--- src/rtl/bp_jam_pkg.sv ---
package bp_jam_pkg;

  typedef enum logic [1:0] {
    ST_IDLE = 2'd0,
    ST_WAIT = 2'd1,
    ST_JAM  = 2'd2,
    ST_HOLD = 2'd3
  } bp_state_t;

  // Next value of a hysteresis flag: upper crossing wins, lower crossing clears.
  function automatic logic hyst_next(logic cur, logic above_high, logic below_low);
    if (above_high)     return 1'b1;
    else if (below_low) return 1'b0;
    else                return cur;
  endfunction

  // Hold-off length actually run; zero is promoted to one cycle.
  function automatic int unsigned hold_len(int unsigned cycles);
    return (cycles == 0) ? 1 : cycles;
  endfunction

endpackage

--- src/rtl/bp_level_hyst.sv ---
module bp_level_hyst #(
  parameter int LVL_W = 12
) (
  input  logic             clk,
  input  logic             rst_n,
  input  logic [LVL_W-1:0] level,
  input  logic [LVL_W-1:0] thr_high,
  input  logic [LVL_W-1:0] thr_low,
  output logic             hw_demand
);
  import bp_jam_pkg::*;

  logic above_high;
  logic below_low;
  logic hw_q;

  assign above_high = (level > thr_high);
  assign below_low  = (level < thr_low);

  always_ff @(posedge clk or negedge rst_n) begin
    if (!rst_n) hw_q <= 1'b0;
    else        hw_q <= hyst_next(hw_q, above_high, below_low);
  end

  assign hw_demand = hw_q;

  AST_HIGH_SETS: assert property (@(posedge clk) disable iff (!rst_n)
    above_high |=> hw_demand);
  AST_BAND_HOLDS: assert property (@(posedge clk) disable iff (!rst_n)
    (!above_high && !below_low) |=> $stable(hw_demand));
  AST_LOW_CLEARS: assert property (@(posedge clk) disable iff (!rst_n)
    (below_low && !above_high) |=> !hw_demand);

endmodule

--- src/rtl/bp_jam_serializer.sv ---
module bp_jam_serializer #(
  parameter int                TX_W     = 4,
  parameter int                JAM_BITS = 32,
  parameter logic [JAM_BITS-1:0] PATTERN = 32'h5555_5555
) (
  input  logic            clk,
  input  logic            rst_n,
  input  logic            start,
  output logic            active,
  output logic [TX_W-1:0] beat_data,
  output logic            last_beat
);
  localparam int BEATS = JAM_BITS / TX_W;
  localparam int IDX_W = (BEATS > 1) ? $clog2(BEATS) : 1;
  localparam logic [IDX_W-1:0] LAST_IDX = IDX_W'(BEATS - 1);

  logic             active_q;
  logic [IDX_W-1:0] idx_q;

  always_ff @(posedge clk or negedge rst_n) begin
    if (!rst_n) begin
      active_q <= 1'b0;
      idx_q    <= '0;
    end else if (!active_q) begin
      if (start) begin
        active_q <= 1'b1;
        idx_q    <= '0;
      end
    end else if (idx_q == LAST_IDX) begin
      active_q <= 1'b0;
      idx_q    <= '0;
    end else begin
      idx_q <= idx_q + IDX_W'(1);
    end
  end

  assign active    = active_q;
  assign last_beat = active_q && (idx_q == LAST_IDX);
  assign beat_data = active_q ? PATTERN[idx_q*TX_W +: TX_W] : '0;

  AST_JAM_CONTIGUOUS: assert property (@(posedge clk) disable iff (!rst_n)
    (active_q && !last_beat) |=> active_q);
  AST_NO_RESTART: assert property (@(posedge clk) disable iff (!rst_n)
    active_q |=> (!active_q || (idx_q == $past(idx_q) + IDX_W'(1))));

endmodule

--- src/rtl/bp_holdoff_timer.sv ---
module bp_holdoff_timer #(
  parameter int CNT_W = 16
) (
  input  logic             clk,
  input  logic             rst_n,
  input  logic             load,
  input  logic [CNT_W-1:0] length,
  output logic             running,
  output logic             expire
);
  import bp_jam_pkg::*;

  logic [CNT_W-1:0] cnt_q;

  always_ff @(posedge clk or negedge rst_n) begin
    if (!rst_n)              cnt_q <= '0;
    else if (load)           cnt_q <= CNT_W'(hold_len(32'(length)));
    else if (cnt_q != '0)    cnt_q <= cnt_q - CNT_W'(1);
  end

  assign running = (cnt_q != '0);
  assign expire  = (cnt_q == CNT_W'(1));

  AST_EXPIRE_ENDS: assert property (@(posedge clk) disable iff (!rst_n)
    (expire && !load) |=> !running);
  AST_LOAD_STARTS: assert property (@(posedge clk) disable iff (!rst_n)
    load |=> running);

endmodule

--- src/rtl/bp_jam_ctrl.sv ---
module bp_jam_ctrl #(
  parameter int                  LVL_W    = 12,
  parameter int                  CNT_W    = 16,
  parameter int                  TX_W     = 4,
  parameter int                  JAM_BITS = 32,
  parameter logic [JAM_BITS-1:0] PATTERN  = 32'h5555_5555
) (
  input  logic             clk,
  input  logic             rst_n,
  input  logic             half_duplex,
  input  logic             sw_req,
  input  logic [LVL_W-1:0] fifo_level,
  input  logic [LVL_W-1:0] thr_high,
  input  logic [LVL_W-1:0] thr_low,
  input  logic [CNT_W-1:0] holdoff_cycles,
  input  logic             rx_frame_start,
  output logic [TX_W-1:0]  tx_data,
  output logic             tx_en,
  output logic             pending,
  output logic             in_holdoff,
  output logic             frame_accept
);
  import bp_jam_pkg::*;

  bp_state_t state_q, state_d;
  logic      released_q;
  logic      hw_demand;
  logic      demand;
  logic      jam_start;
  logic      jam_active;
  logic      jam_last;
  logic      hold_running;
  logic      hold_expire;
  logic      drop_now;

  bp_level_hyst #(.LVL_W(LVL_W)) u_hyst (
    .clk       (clk),
    .rst_n     (rst_n),
    .level     (fifo_level),
    .thr_high  (thr_high),
    .thr_low   (thr_low),
    .hw_demand (hw_demand)
  );

  assign demand    = sw_req | hw_demand;
  assign drop_now  = !demand || !half_duplex;
  assign jam_start = (state_q == ST_WAIT) && !drop_now && rx_frame_start;

  bp_jam_serializer #(
    .TX_W(TX_W), .JAM_BITS(JAM_BITS), .PATTERN(PATTERN)
  ) u_ser (
    .clk       (clk),
    .rst_n     (rst_n),
    .start     (jam_start),
    .active    (jam_active),
    .beat_data (tx_data),
    .last_beat (jam_last)
  );

  bp_holdoff_timer #(.CNT_W(CNT_W)) u_timer (
    .clk     (clk),
    .rst_n   (rst_n),
    .load    (jam_last),
    .length  (holdoff_cycles),
    .running (hold_running),
    .expire  (hold_expire)
  );

  always_comb begin
    state_d = state_q;
    unique case (state_q)
      ST_IDLE: if (half_duplex && demand) state_d = ST_WAIT;
      ST_WAIT: begin
        if (drop_now)            state_d = ST_IDLE;
        else if (rx_frame_start) state_d = ST_JAM;
      end
      ST_JAM:  if (jam_last) state_d = ST_HOLD;
      ST_HOLD: if (hold_expire)
                 state_d = (released_q || drop_now) ? ST_IDLE : ST_WAIT;
      default: state_d = ST_IDLE;
    endcase
  end

  always_ff @(posedge clk or negedge rst_n) begin
    if (!rst_n) begin
      state_q    <= ST_IDLE;
      released_q <= 1'b0;
    end else begin
      state_q <= state_d;
      if (jam_last)
        released_q <= 1'b0;
      else if (state_q == ST_HOLD && drop_now)
        released_q <= 1'b1;
    end
  end

  assign tx_en        = jam_active;
  assign pending      = (state_q != ST_IDLE);
  assign in_holdoff   = hold_running;
  assign frame_accept = rx_frame_start && !jam_start &&
                        (state_q == ST_IDLE || state_q == ST_WAIT);

  AST_HALF_ONLY: assert property (@(posedge clk) disable iff (!rst_n)
    (!half_duplex && !pending) |=> !pending);
  AST_SW_PENDS: assert property (@(posedge clk) disable iff (!rst_n)
    (half_duplex && sw_req && !pending) |=> pending);
  AST_JAM_ON_FRAME: assert property (@(posedge clk) disable iff (!rst_n)
    jam_start |=> tx_en);
  AST_TXEN_PENDING: assert property (@(posedge clk) disable iff (!rst_n)
    tx_en |-> (pending && !in_holdoff));
  AST_HOLD_AFTER_JAM: assert property (@(posedge clk) disable iff (!rst_n)
    jam_last |=> (in_holdoff && !tx_en));
  AST_HOLD_PENDING: assert property (@(posedge clk) disable iff (!rst_n)
    in_holdoff |-> pending);
  AST_BUSY_NO_ACCEPT: assert property (@(posedge clk) disable iff (!rst_n)
    (tx_en || in_holdoff) |-> !frame_accept);

endmodule

--- config.mk ---
export PLATFORM = sky130hd
export DESIGN_NAME = bp_jam_ctrl
export DESIGN_NICKNAME = d
export VERILOG_FILES = /design/src/rtl/bp_jam_pkg.sv /design/src/rtl/bp_level_hyst.sv /design/src/rtl/bp_jam_serializer.sv /design/src/rtl/bp_holdoff_timer.sv /design/src/rtl/bp_jam_ctrl.sv
export SDC_FILE = /design/constraint.sdc
export NUM_CORES = 1
export LEC_CHECK = 0
export BUFFER_PORTS_ARGS = -buffer_cell sky130_fd_sc_hd__buf_2
export CELL_PAD_IN_SITES_DETAIL_PLACEMENT = 0
export CELL_PAD_IN_SITES_GLOBAL_PLACEMENT = 1
export CORE_MARGIN = 2
export CORE_UTILIZATION = 37
export CTS_CLUSTER_DIAMETER = 200
export CTS_CLUSTER_SIZE = 12
export DETAILED_ROUTE_END_ITERATION = 12
export PLACE_DENSITY = 0.88
export SLEW_MARGIN = 30
export SYNTH_ARGS = -nofsm -noshare
export SYNTH_HDL_FRONTEND = slang
export SYNTH_SLANG_ARGS = --single-unit
export TNS_END_PERCENT = 1
--- constraint.sdc ---
create_clock -name clk -period 2.78 [get_ports clk]
set_clock_uncertainty 0.2 [all_clocks]
set_input_delay 0.417 -clock clk [delete_from_list [all_inputs] [get_ports clk]]
set_output_delay 0.417 -clock clk [all_outputs]
set_load 0.05 [all_outputs]
==> results.sh, run 1 <==
export IMPL_drive_above_1_share_pct=25.7
export IMPL_cap_violations=0
export IMPL_core_area_um2=5170
export IMPL_max_slew_margin_rel_pct=59.2
export IMPL_critPathMaxFanout=4
export IMPL_die_w_um=77.4
export IMPL_hold_start="holdoff_cycles[2]"
export IMPL_rr_worst_depth=6
export IMPL_grt_overflow=0
export IMPL_vias=1812
export IMPL_synth_top_area_share_pct=30.1
export IMPL_synth_top_family_by_area="simple AND/OR/NAND/NOR gates"
export IMPL_setup_viol=0
export IMPL_synthAdderAreaFrac_pct=17.6
export IMPL_synth_edf_count=0
export IMPL_yosysWarnings=0
export IMPL_worst_ep_arrival_time_ns=2.09
export IMPL_hpwl_um=3770
export IMPL_synthTopCellsByCount="ha_1, inv_1, dfrtp_1"
export IMPL_final_setup_worst_slack_ns=0.0685
export IMPL_ff2ff_setup_slack_ns=0.45
export IMPL_crit_required_ns=2.16
export IMPL_p_sw_share_pct=44.0
export IMPL_htree_levels=1
export IMPL_drtAntennaViolNets=0
export IMPL_end_kind="output pin"
export IMPL_r2r_start="u_timer.cnt_q[4]"
export IMPL_cts_made_buffers=3
export IMPL_rsz0062_at_grt="no"
export IMPL_vias_per_cell=4.95
export IMPL_first_iter_violations=75
export IMPL_postCtsSetupBuffers=0
export IMPL_pwr_share_clk_pct=13.6
export IMPL_netSwitchingPower_uw=782
export IMPL_die_area_um2=6000
export IMPL_cts_resized=0
export IMPL_diodes=0
export IMPL_grt_use_total_pct=16.0
export IMPL_synth_area_per_cell_um2=8.60
export IMPL_combPwrFrac_pct=45.1
export IMPL_syn_instance_count=232
export IMPL_hold_end="u_timer.cnt_q[2]"
export IMPL_routabilityCongestion=0.805
export IMPL_rr_endpoint="u_timer.cnt_q[12]"
export IMPL_power_frac_seq_pct=41.3
export IMPL_synthArstFlopShare_pct=100
export IMPL_syn_area_um2=2000
export IMPL_synth_compound_area_share_pct=17.8
export IMPL_status="complete, no violations"
export IMPL_rows=26
export IMPL_yosys_top_cells_area="dfrtp_1, ha_1, inv_1"
export IMPL_powerDensity_nw_per_um2=728
export IMPL_cts_root_buf="clkbuf_8"
export IMPL_hold_class="in -> reg"
export IMPL_synth_simple_area_share_pct=21.6
export IMPL_wl_per_cell_um=12.7
export IMPL_worstMarginPinSlew_ns=0.606
export IMPL_synth_most_common_cell="ha_1"
export IMPL_grt_max_degree=25
export IMPL_ys_ff_latch=24
export IMPL_ys_types=47
export IMPL_yosys_area_top_type="dfrtp_1"
export IMPL_cts_tree="done"
export IMPL_dieHeight_um=77.4
export IMPL_intPower_uw=997
export IMPL_place_port_buffers=62
export IMPL_grt_pass1_wl_um=7820
export IMPL_max_freq_mhz=369
export IMPL_critPathLaunchType="flop"
export IMPL_cts_sinks=24
export IMPL_synth_top_flop_cell="dfrtp_1"
export IMPL_min_period_ns=2.71
export IMPL_initial_core_util_pct=38.6
export IMPL_startpoint="u_timer.cnt_q[4]"
export IMPL_io_pins=65
export IMPL_dr_pass1_iters=4
export IMPL_criticalPathCategory="reg -> out"
export IMPL_cts_path_max_buffers=2
export IMPL_finalSetupTns_ns=0
export IMPL_hold_buffers=1
export IMPL_clkLatencyLatePin_ns=0.27
export IMPL_p_leak_uw=0.00118
export IMPL_antenna_found_initial=0
export IMPL_ir_worst_vdd_mv=0.408
export IMPL_grt_pass1_vias=1755
export IMPL_drv_slew=0
export IMPL_min_path_cells=3
export IMPL_hold_violations=0
export IMPL_synth_area_mux_share_pct=0.502
export IMPL_slowest_delay_ns=0.59
export IMPL_crit_chain="or4_4 -> or3_4 -> nor2_4 -> inv_1 -> buf_2"
export IMPL_timing_final_crit_share_pct=97.5
export IMPL_crit_slowest_cell="or4_4"
export IMPL_area_growth_pct=22.4
export IMPL_drc=0
export IMPL_wl_um=4660
export IMPL_seq_area_frac_synth_pct=30.1
export IMPL_nets=382
export IMPL_pre_cts_ws_ns=0.378
export IMPL_clkTransAtPathRegs_ns=0.08
export IMPL_synth_xor_area_share_pct=5.27
[metrics by stage]
stage	cell area (µm²)	hold slack, ns	power [µW]	util [%]	std cells
after global placement	2380	0.226	1520	46.0	361
after global routing	2440	0.177	1920	47.2	366
after floorplan	2000	-0.0786	1330	-	233
final	2440	0.167	1780	47.2	366
after detailed placement	2380	0.238	1540	46.0	361
after CTS	2440	0.164	1780	47.2	366
[worst max path at each step]
| stage | endpoint | depth (start not counted) |
|---|---|---|
| after floorplan | in_holdoff | 4 |
| after CTS | in_holdoff | 5 |
| after global routing | in_holdoff | 5 |
| after global placement | in_holdoff | 5 |
| after detailed placement | in_holdoff | 5 |
| final | in_holdoff | 5 |
[cell usage in the layout, fill, tap and decap left out, types with 3 or more instances in the layout]
cell / n
clkbuf_8: 4
dfrtp_1: 24
nor3_1: 6
o21ai_0: 9
buf_4: 3
nand2b_1: 4
buf_2: 62
a21oi_1: 17
nor2b_1: 4
xor2_1: 8
nand2_1: 19
nand3_1: 7
o21ai_1: 4
a22oi_1: 5
o211ai_1: 4
nor4_1: 6
nor2_1: 12
inv_1: 26
ha_1: 28
xnor2_1: 4
nand4_1: 5
[routing by layer]
layer	vias to the layer above	GRT usage (%)	part of all wire, %
met3	6	2.56	5.4
met1	794	22.0	49
met5	-	0	0
met4	0	6.07	1.6
met2	59	25.2	44
li1	953	-	-
[flip-flops by register name (all words and copies together), names as in the netlist, named ones only]
| signal | flops |
|---|---|
| released_q | 1 |
| state_q | 1 |
| u_hyst.hw_demand | 1 |
| u_ser.active | 1 |
| u_ser.idx_q | 3 |
| u_timer.cnt_q | 16 |
[worst max-delay path, delay by kind of cell, from the launching register on]
kind | cells | cell delay, ns
buffers and inverters | 2 | 0.28
flip-flops | 1 | 0.43
AND/OR/NAND/NOR | 3 | 1.12
[cell families after synthesis]
| family | after synthesis |
|---|---|
| flip-flops | 24 |
| XOR/XNOR | 12 |
| buffers and inverters | 33 |
| other | 1 |
| multiplexers | 1 |
| AND/OR/NAND/NOR | 77 |
| AO/OA/AOI/OAI | 56 |
| adder cells (fa/ha/maj) | 28 |
[final cells by class]
| class | count | area, µm² |
|---|---|---|
| timing repair buffer | 66 | 343 |
| inverter | 26 | 97.6 |
| multi-input combinational | 176 | 1260 |
| sequential | 24 | 601 |
| fill | 517 | 2730 |
| tap | 70 | 87.6 |
| clock buffer | 4 | 55.1 |
[power groups by stage]
stage | clock, µW | sequential [µW] | combinational (µW)
4_1_cts | 247 | 733 | 802
3_3_place_gp | 0 | 728 | 788
3_5_place_dp | 0 | 738 | 797
5_1_grt | 254 | 761 | 909
2_1_floorplan | 0 | 717 | 610
6_report | 241 | 734 | 803
(Power assumes the default switching activity.)
==> run 2, diff against run 1 <==
--- a/config.mk
+++ b/config.mk
@@ -13,9 +13,11 @@
 export CTS_CLUSTER_DIAMETER = 200
 export CTS_CLUSTER_SIZE = 12
 export DETAILED_ROUTE_END_ITERATION = 12
+export GPL_ROUTABILITY_DRIVEN = 0
 export PLACE_DENSITY = 0.88
 export SLEW_MARGIN = 30
 export SYNTH_ARGS = -nofsm -noshare
 export SYNTH_HDL_FRONTEND = slang
+export SYNTH_HIERARCHICAL = 1
 export SYNTH_SLANG_ARGS = --single-unit
 export TNS_END_PERCENT = 1
==> run 2 against run 1 <==
Against the previous run:
- non-clock buffer count rose by 1
- via count rose by 3.1%
- clock power rose by 24%
- critical path depth did not move
- die area rose by 1.1%
- clock-buffer cell count fell by 1
- largest cell class unchanged
==> results.sh, run 2 <==
export IMPL_r2r_start="u_ser/idx_q[0]"
export IMPL_criticalPathCategory="reg -> out"
export IMPL_synth_most_common_cell="inv_1"
export IMPL_hold_class="in -> reg"
export IMPL_drtAntennaViolNets=0
export IMPL_cts_tree="done"
export IMPL_grt_pass1_wl_um=7620
export IMPL_largest_reg_flops=16
export IMPL_synthTopCellsByCount="inv_1, ha_1, dfrtp_1"
export IMPL_status="complete, no violations"
export IMPL_finalSetupTns_ns=0
export IMPL_syn_instance_count=231
export IMPL_ys_types=56
export IMPL_rows=26
export IMPL_crit_required_ns=2.16
export IMPL_hold_end="u_timer/cnt_q[5]"
export IMPL_hold_start="holdoff_cycles[5]"
export IMPL_end_kind="output pin"
export IMPL_yosys_area_top_type="dfrtp_1"
export IMPL_cts_resized=0
export IMPL_synth_top_flop_cell="dfrtp_1"
export IMPL_hold_violations=0
export IMPL_die_w_um=77.9
export IMPL_drive_above_1_share_pct=28.3
export IMPL_synth_edf_count=0
export IMPL_cts_root_buf="clkbuf_8"
export IMPL_worst_ep_arrival_time_ns=1.85
export IMPL_grt_max_degree=25
export IMPL_critPathMaxFanout=9
export IMPL_yosys_top_cells_area="dfrtp_1, ha_1, inv_1"
export IMPL_max_freq_mhz=405
export IMPL_place_port_buffers=62
export IMPL_cap_violations=0
export IMPL_powerDensity_nw_per_um2=740
export IMPL_p_leak_uw=0.00122
export IMPL_synth_top_area_share_pct=29.8
export IMPL_cts_sinks=24
export IMPL_clkLatencyLatePin_ns=0.26
export IMPL_cts_path_max_buffers=2
export IMPL_diodes=0
export IMPL_area_growth_pct=23.5
export IMPL_max_slew_margin_rel_pct=53.2
export IMPL_min_path_cells=3
export IMPL_nFillCells=538
export IMPL_seq_area_frac_synth_pct=29.8
export IMPL_critPathLaunchType="flop"
export IMPL_dieHeight_um=77.9
export IMPL_core_area_um2=5170
export IMPL_rr_endpoint="u_timer/cnt_q[0]"
export IMPL_htree_levels=1
export IMPL_final_cell_mix="buf_2, inv_1, ha_1"
export IMPL_clkTransAtPathRegs_ns=0.08
export IMPL_initial_core_util_pct=39.0
export IMPL_worstMarginPinSlew_ns=0.697
export IMPL_drv_slew=0
export IMPL_antenna_found_initial=0
export IMPL_largest_register="u_timer/cnt_q"
export IMPL_hpwl_um=3770
export IMPL_synth_area_per_cell_um2=8.74
export IMPL_die_area_um2=6060
export IMPL_setup_viol=0
export IMPL_utilization_pct=48.2
export IMPL_ff2ff_setup_slack_ns=0.59
export IMPL_ys_ff_latch=24
export IMPL_synthArstFlopShare_pct=100
export IMPL_final_common_cell="buf_2"
export IMPL_ir_worst_vdd_mv=0.369
export IMPL_grt_pass1_vias=1841
export IMPL_cts_made_buffers=3
export IMPL_timing_final_crit_share_pct=88.9
export IMPL_nets=382
export IMPL_first_iter_violations=82
export IMPL_drc=0
export IMPL_rr_worst_depth=7
export IMPL_min_period_ns=2.47
export IMPL_yosysWarnings=6
export IMPL_grt_use_total_pct=15.2
export IMPL_wl_um=4440
export IMPL_grt_overflow=0
export IMPL_wl_per_cell_um=12.1
export IMPL_io_pins=65
export IMPL_rsz0062_at_grt="no"
export IMPL_syn_area_um2=2020
export IMPL_dr_pass1_iters=4
export IMPL_largestRegisters="u_timer/cnt_q (16), u_ser/idx_q (3)"
export IMPL_vias=1868
export IMPL_vias_per_cell=5.09
==> run 2: changes by cell type after synthesis, sizes merged, moves of 3 or more <==
cell and change:
o21ai +4, inv +3, a22oi -5, nand2 +3, nand3b +3
==> run 2: metrics by stage <==
step / setup WS (ns) / hold WS [ns] / std cells / total power [µW] / area, µm²
2_1_floorplan: 0.557 / -0.0786 / 232 / 1340 / 2020
3_3_place_gp: 0.623 / 0.235 / 362 / 1530 / 2410
3_5_place_dp: 0.577 / 0.230 / 362 / 1560 / 2410
4_1_cts: 0.294 / 0.173 / 367 / 1870 / 2490
5_1_grt: 0.109 / 0.183 / 367 / 2000 / 2490
6_report: 0.308 / 0.181 / 367 / 1850 / 2490
==> run 2: area by class of cell <==
cell class,instances,area [µm²],share of cell area [%]
repair buffers,67,350,14.1
well taps,70,87.6,3.51
inverters,30,113,4.52
clock inverters,1,30.0,1.20
multi-input cells,172,1270,51.0
flip-flops and latches,24,601,24.1
clock buffers,3,41.3,1.66
==> run 2: worst max path at each step <==
stage	slack [ns]	endpoint	start
6_report	0.31	in_holdoff	u_timer/cnt_q[0]
3_3_place_gp	0.62	in_holdoff	u_timer/cnt_q[0]
5_1_grt	0.11	in_holdoff	u_timer/cnt_q[0]
2_1_floorplan	0.56	u_timer/cnt_q[0]	u_ser/active
4_1_cts	0.29	in_holdoff	u_timer/cnt_q[0]
3_5_place_dp	0.58	in_holdoff	u_timer/cnt_q[0]
==> run 2: power breakdown <==
group          internal (µW)  switching [µW]  leakage, µW
clock network            192             106    0.0000357
logic                    360             436     0.000906
registers                515             235     0.000280
total                   1070             777      0.00122
==> run 2: cells by family (layout without fill, tap and decap cells) <==
logic type               count (synthesis)  count (layout)  share of synthesized area (%)
flip-flops                              24              24                           29.8
AO/OA/AOI/OAI                           54              54                           16.8
XOR/XNOR                                 8               8                           3.47
multiplexers                             2               2                          0.992
adder cells (fa/ha/maj)                 27              27                           16.7
buffers and inverters                   36             101                           7.50
AND/OR/NAND/NOR                         79              79                           24.6
other                                    1               2                          0.186
==> run 2: metal layers <==
metal | share of wire, % | track usage (%)
met1 | 44 | 18.2
met2 | 51 | 28.1
met3 | 4.1 | 2.09
met4 | 0.32 | 4.29
met5 | 0 | 0
==> run 2: worst max-delay path: stages (launching register included) <==
cell and delay (ns):
dfrtp_1 0.45, inv_1 0.08, ha_1 0.18, nor3b_4 0.39, nand4_4 0.22, buf_2 0.28
==> run 2: repair_timing <==
| item | 4_1_cts | 5_1_grt |
|---|---|---|
| setup buffers | 0 | 0 |
| hold buffers | 1 | 0 |
| endpoints found under the hold margin | 24 | 0 |
==> run 3, diff against run 2 <==
--- a/config.mk
+++ b/config.mk
@@ -9,12 +9,13 @@
 export CELL_PAD_IN_SITES_DETAIL_PLACEMENT = 0
 export CELL_PAD_IN_SITES_GLOBAL_PLACEMENT = 1
 export CORE_MARGIN = 2
-export CORE_UTILIZATION = 37
+export CORE_UTILIZATION = 39
+export CTS_BUF_LIST = sky130_fd_sc_hd__clkbuf_2 sky130_fd_sc_hd__clkbuf_4 sky130_fd_sc_hd__clkbuf_8
 export CTS_CLUSTER_DIAMETER = 200
 export CTS_CLUSTER_SIZE = 12
 export DETAILED_ROUTE_END_ITERATION = 12
 export GPL_ROUTABILITY_DRIVEN = 0
-export PLACE_DENSITY = 0.88
+export PLACE_DENSITY = 0.91
 export SLEW_MARGIN = 30
 export SYNTH_ARGS = -nofsm -noshare
 export SYNTH_HDL_FRONTEND = slang
==> run 3 against run 2 <==
Against the previous run:
- final cell count down 0.27%
- flip-flop and latch count unchanged
- worst hold slack lost 0.0051 ns
- global-route usage increased by 1.1 points
- combinational power is essentially flat
- register-to-register slack got worse by 0.26 ns
- setup slack got worse by 0.060 ns
- wire length is 0.54% higher
- total power is 3.2% lower
- non-clock buffer count fell by 1
- clock-buffer cell count up 1
- critical endpoint unchanged
- largest power group unchanged
==> results.sh, run 3 (same netlist as run 2, synthesis figures left out) <==
export IMPL_status="complete, no violations"
export IMPL_initial_core_util_pct=40.0
export IMPL_vias=1864
export IMPL_rr_endpoint="u_timer/cnt_q[0]"
export IMPL_core_area_um2=5040
export IMPL_combPwrFrac_pct=44.7
export IMPL_htree_levels=1
export IMPL_drv_slew=0
export IMPL_clkLatencyLatePin_ns=0.26
export IMPL_clkTransAtPathRegs_ns=0.08
export IMPL_grt_pass1_wl_um=7910
export IMPL_grt_overflow=0
export IMPL_max_freq_mhz=395
export IMPL_io_pins=65
export IMPL_r2r_start="u_ser/idx_q[0]"
export IMPL_cap_violations=0
export IMPL_dieHeight_um=75.9
export IMPL_place_port_buffers=62
export IMPL_diodes=0
export IMPL_largest_register="u_timer/cnt_q"
export IMPL_grt_max_degree=25
export IMPL_first_iter_violations=68
export IMPL_dp_cells=361
export IMPL_wl_um=4470
export IMPL_max_slew_margin_rel_pct=53.3
export IMPL_worst_ep_arrival_time_ns=1.91
export IMPL_pwr_share_clk_pct=13.2
export IMPL_min_path_cells=3
export IMPL_powerDensity_nw_per_um2=723
export IMPL_end_kind="output pin"
export IMPL_final_cells=366
export IMPL_postCtsSetupBuffers=0
export IMPL_p_leak_uw=0.00121
export IMPL_ir_worst_vdd_mv=0.346
export IMPL_rsz0062_at_grt="no"
export IMPL_p_sw_share_pct=44.0
export IMPL_netSwitchingPower_uw=785
export IMPL_nets=381
export IMPL_rows=26
export IMPL_grt_use_total_pct=16.3
export IMPL_largest_reg_flops=16
export IMPL_intPower_uw=1000
export IMPL_drive_above_1_share_pct=28.0
export IMPL_final_common_cell="buf_2"
export IMPL_worstMarginPinSlew_ns=0.695
export IMPL_grt_pass1_vias=1778
export IMPL_rr_worst_depth=7
export IMPL_hold_class="in -> reg"
export IMPL_critPathLaunchType="flop"
export IMPL_power_frac_seq_pct=42.2
export IMPL_hold_start="holdoff_cycles[13]"
export IMPL_drc=0
export IMPL_hold_end="u_timer/cnt_q[13]"
export IMPL_cts_resized=0
export IMPL_drtAntennaViolNets=0
export IMPL_hold_ws_ns=0.176
export IMPL_final_cell_mix="buf_2, inv_1, ha_1"
export IMPL_min_period_ns=2.53
export IMPL_die_area_um2=5770
export IMPL_finalSetupTns_ns=0
export IMPL_setup_viol=0
export IMPL_timing_final_crit_share_pct=91.1
export IMPL_cts_path_max_buffers=2
export IMPL_criticalPathCategory="reg -> out"
export IMPL_area_growth_pct=22.3
export IMPL_crit_required_ns=2.16
export IMPL_cts_sinks=24
export IMPL_vias_per_cell=5.09
export IMPL_hold_buffers=1
export IMPL_cts_made_buffers=3
export IMPL_hold_violations=0
export IMPL_critPathMaxFanout=9
export IMPL_hpwl_um=3720
export IMPL_largestRegisters="u_timer/cnt_q (16), u_ser/idx_q (3)"
export IMPL_ff2ff_setup_slack_ns=0.33
export IMPL_cts_tree="done"
export IMPL_antenna_found_initial=0
export IMPL_wl_per_cell_um=12.2
export IMPL_cts_root_buf="clkbuf_8"
export IMPL_dr_pass1_iters=4
export IMPL_die_w_um=75.9
run 3: metrics by stage:
stage	area, µm²	setup WS (ns)	util (%)	total power [µW]
2_1_floorplan	2020	0.557	-	1340
3_3_place_gp	2400	0.425	47.7	1540
3_5_place_dp	2400	0.346	47.7	1550
4_1_cts	2470	0.259	49.0	1800
5_1_grt	2470	0.0588	49.0	1930
6_report	2470	0.248	49.0	1790
run 3: how the worst max path moves through the flow:
| stage | slack, ns | from | to |
|---|---|---|---|
| after global routing | 0.06 | u_ser/idx_q[0] | u_timer/cnt_q[0] |
| after detailed placement | 0.35 | u_ser/idx_q[0] | u_timer/cnt_q[0] |
| after global placement | 0.43 | u_ser/idx_q[0] | u_timer/cnt_q[0] |
| after CTS | 0.26 | u_timer/cnt_q[0] | in_holdoff |
| after floorplan | 0.56 | u_ser/active | u_timer/cnt_q[0] |
| final | 0.25 | u_timer/cnt_q[0] | in_holdoff |
run 3: per-layer routing:
layer  track usage, %  share of wire, %  vias to the layer above
li1                 -                 -                      959
met1             21.1                45                      845
met2             28.5                48                       56
met3             2.26               6.2                        4
met4             4.91               1.2                        0
met5                0                 0                        -
run 3: critical path, cell delays in order (launching register included):
cell and delay, ns:
dfrtp_1 0.45, inv_1 0.09, ha_1 0.19, nor3b_4 0.41
nand4_4 0.23, buf_2 0.28
run 3: cell type report:
class / count / area, µm²
Inverter: 30 / 113
Timing Repair Buffer: 66 / 343
Clock buffer: 4 / 55.1
Sequential cell: 24 / 601
Tap cell: 70 / 87.6
Fill cell: 515 / 2570
Multi-Input combinational cell: 172 / 1270
run 3: power by group through the flow:
stage | logic (µW) | registers [µW] | clock network, µW
finish | 798 | 753 | 235
floorplan | 602 | 738 | 0
detailed placement | 799 | 756 | 0
CTS | 804 | 750 | 241
global route | 891 | 791 | 251
global placement | 787 | 751 | 0
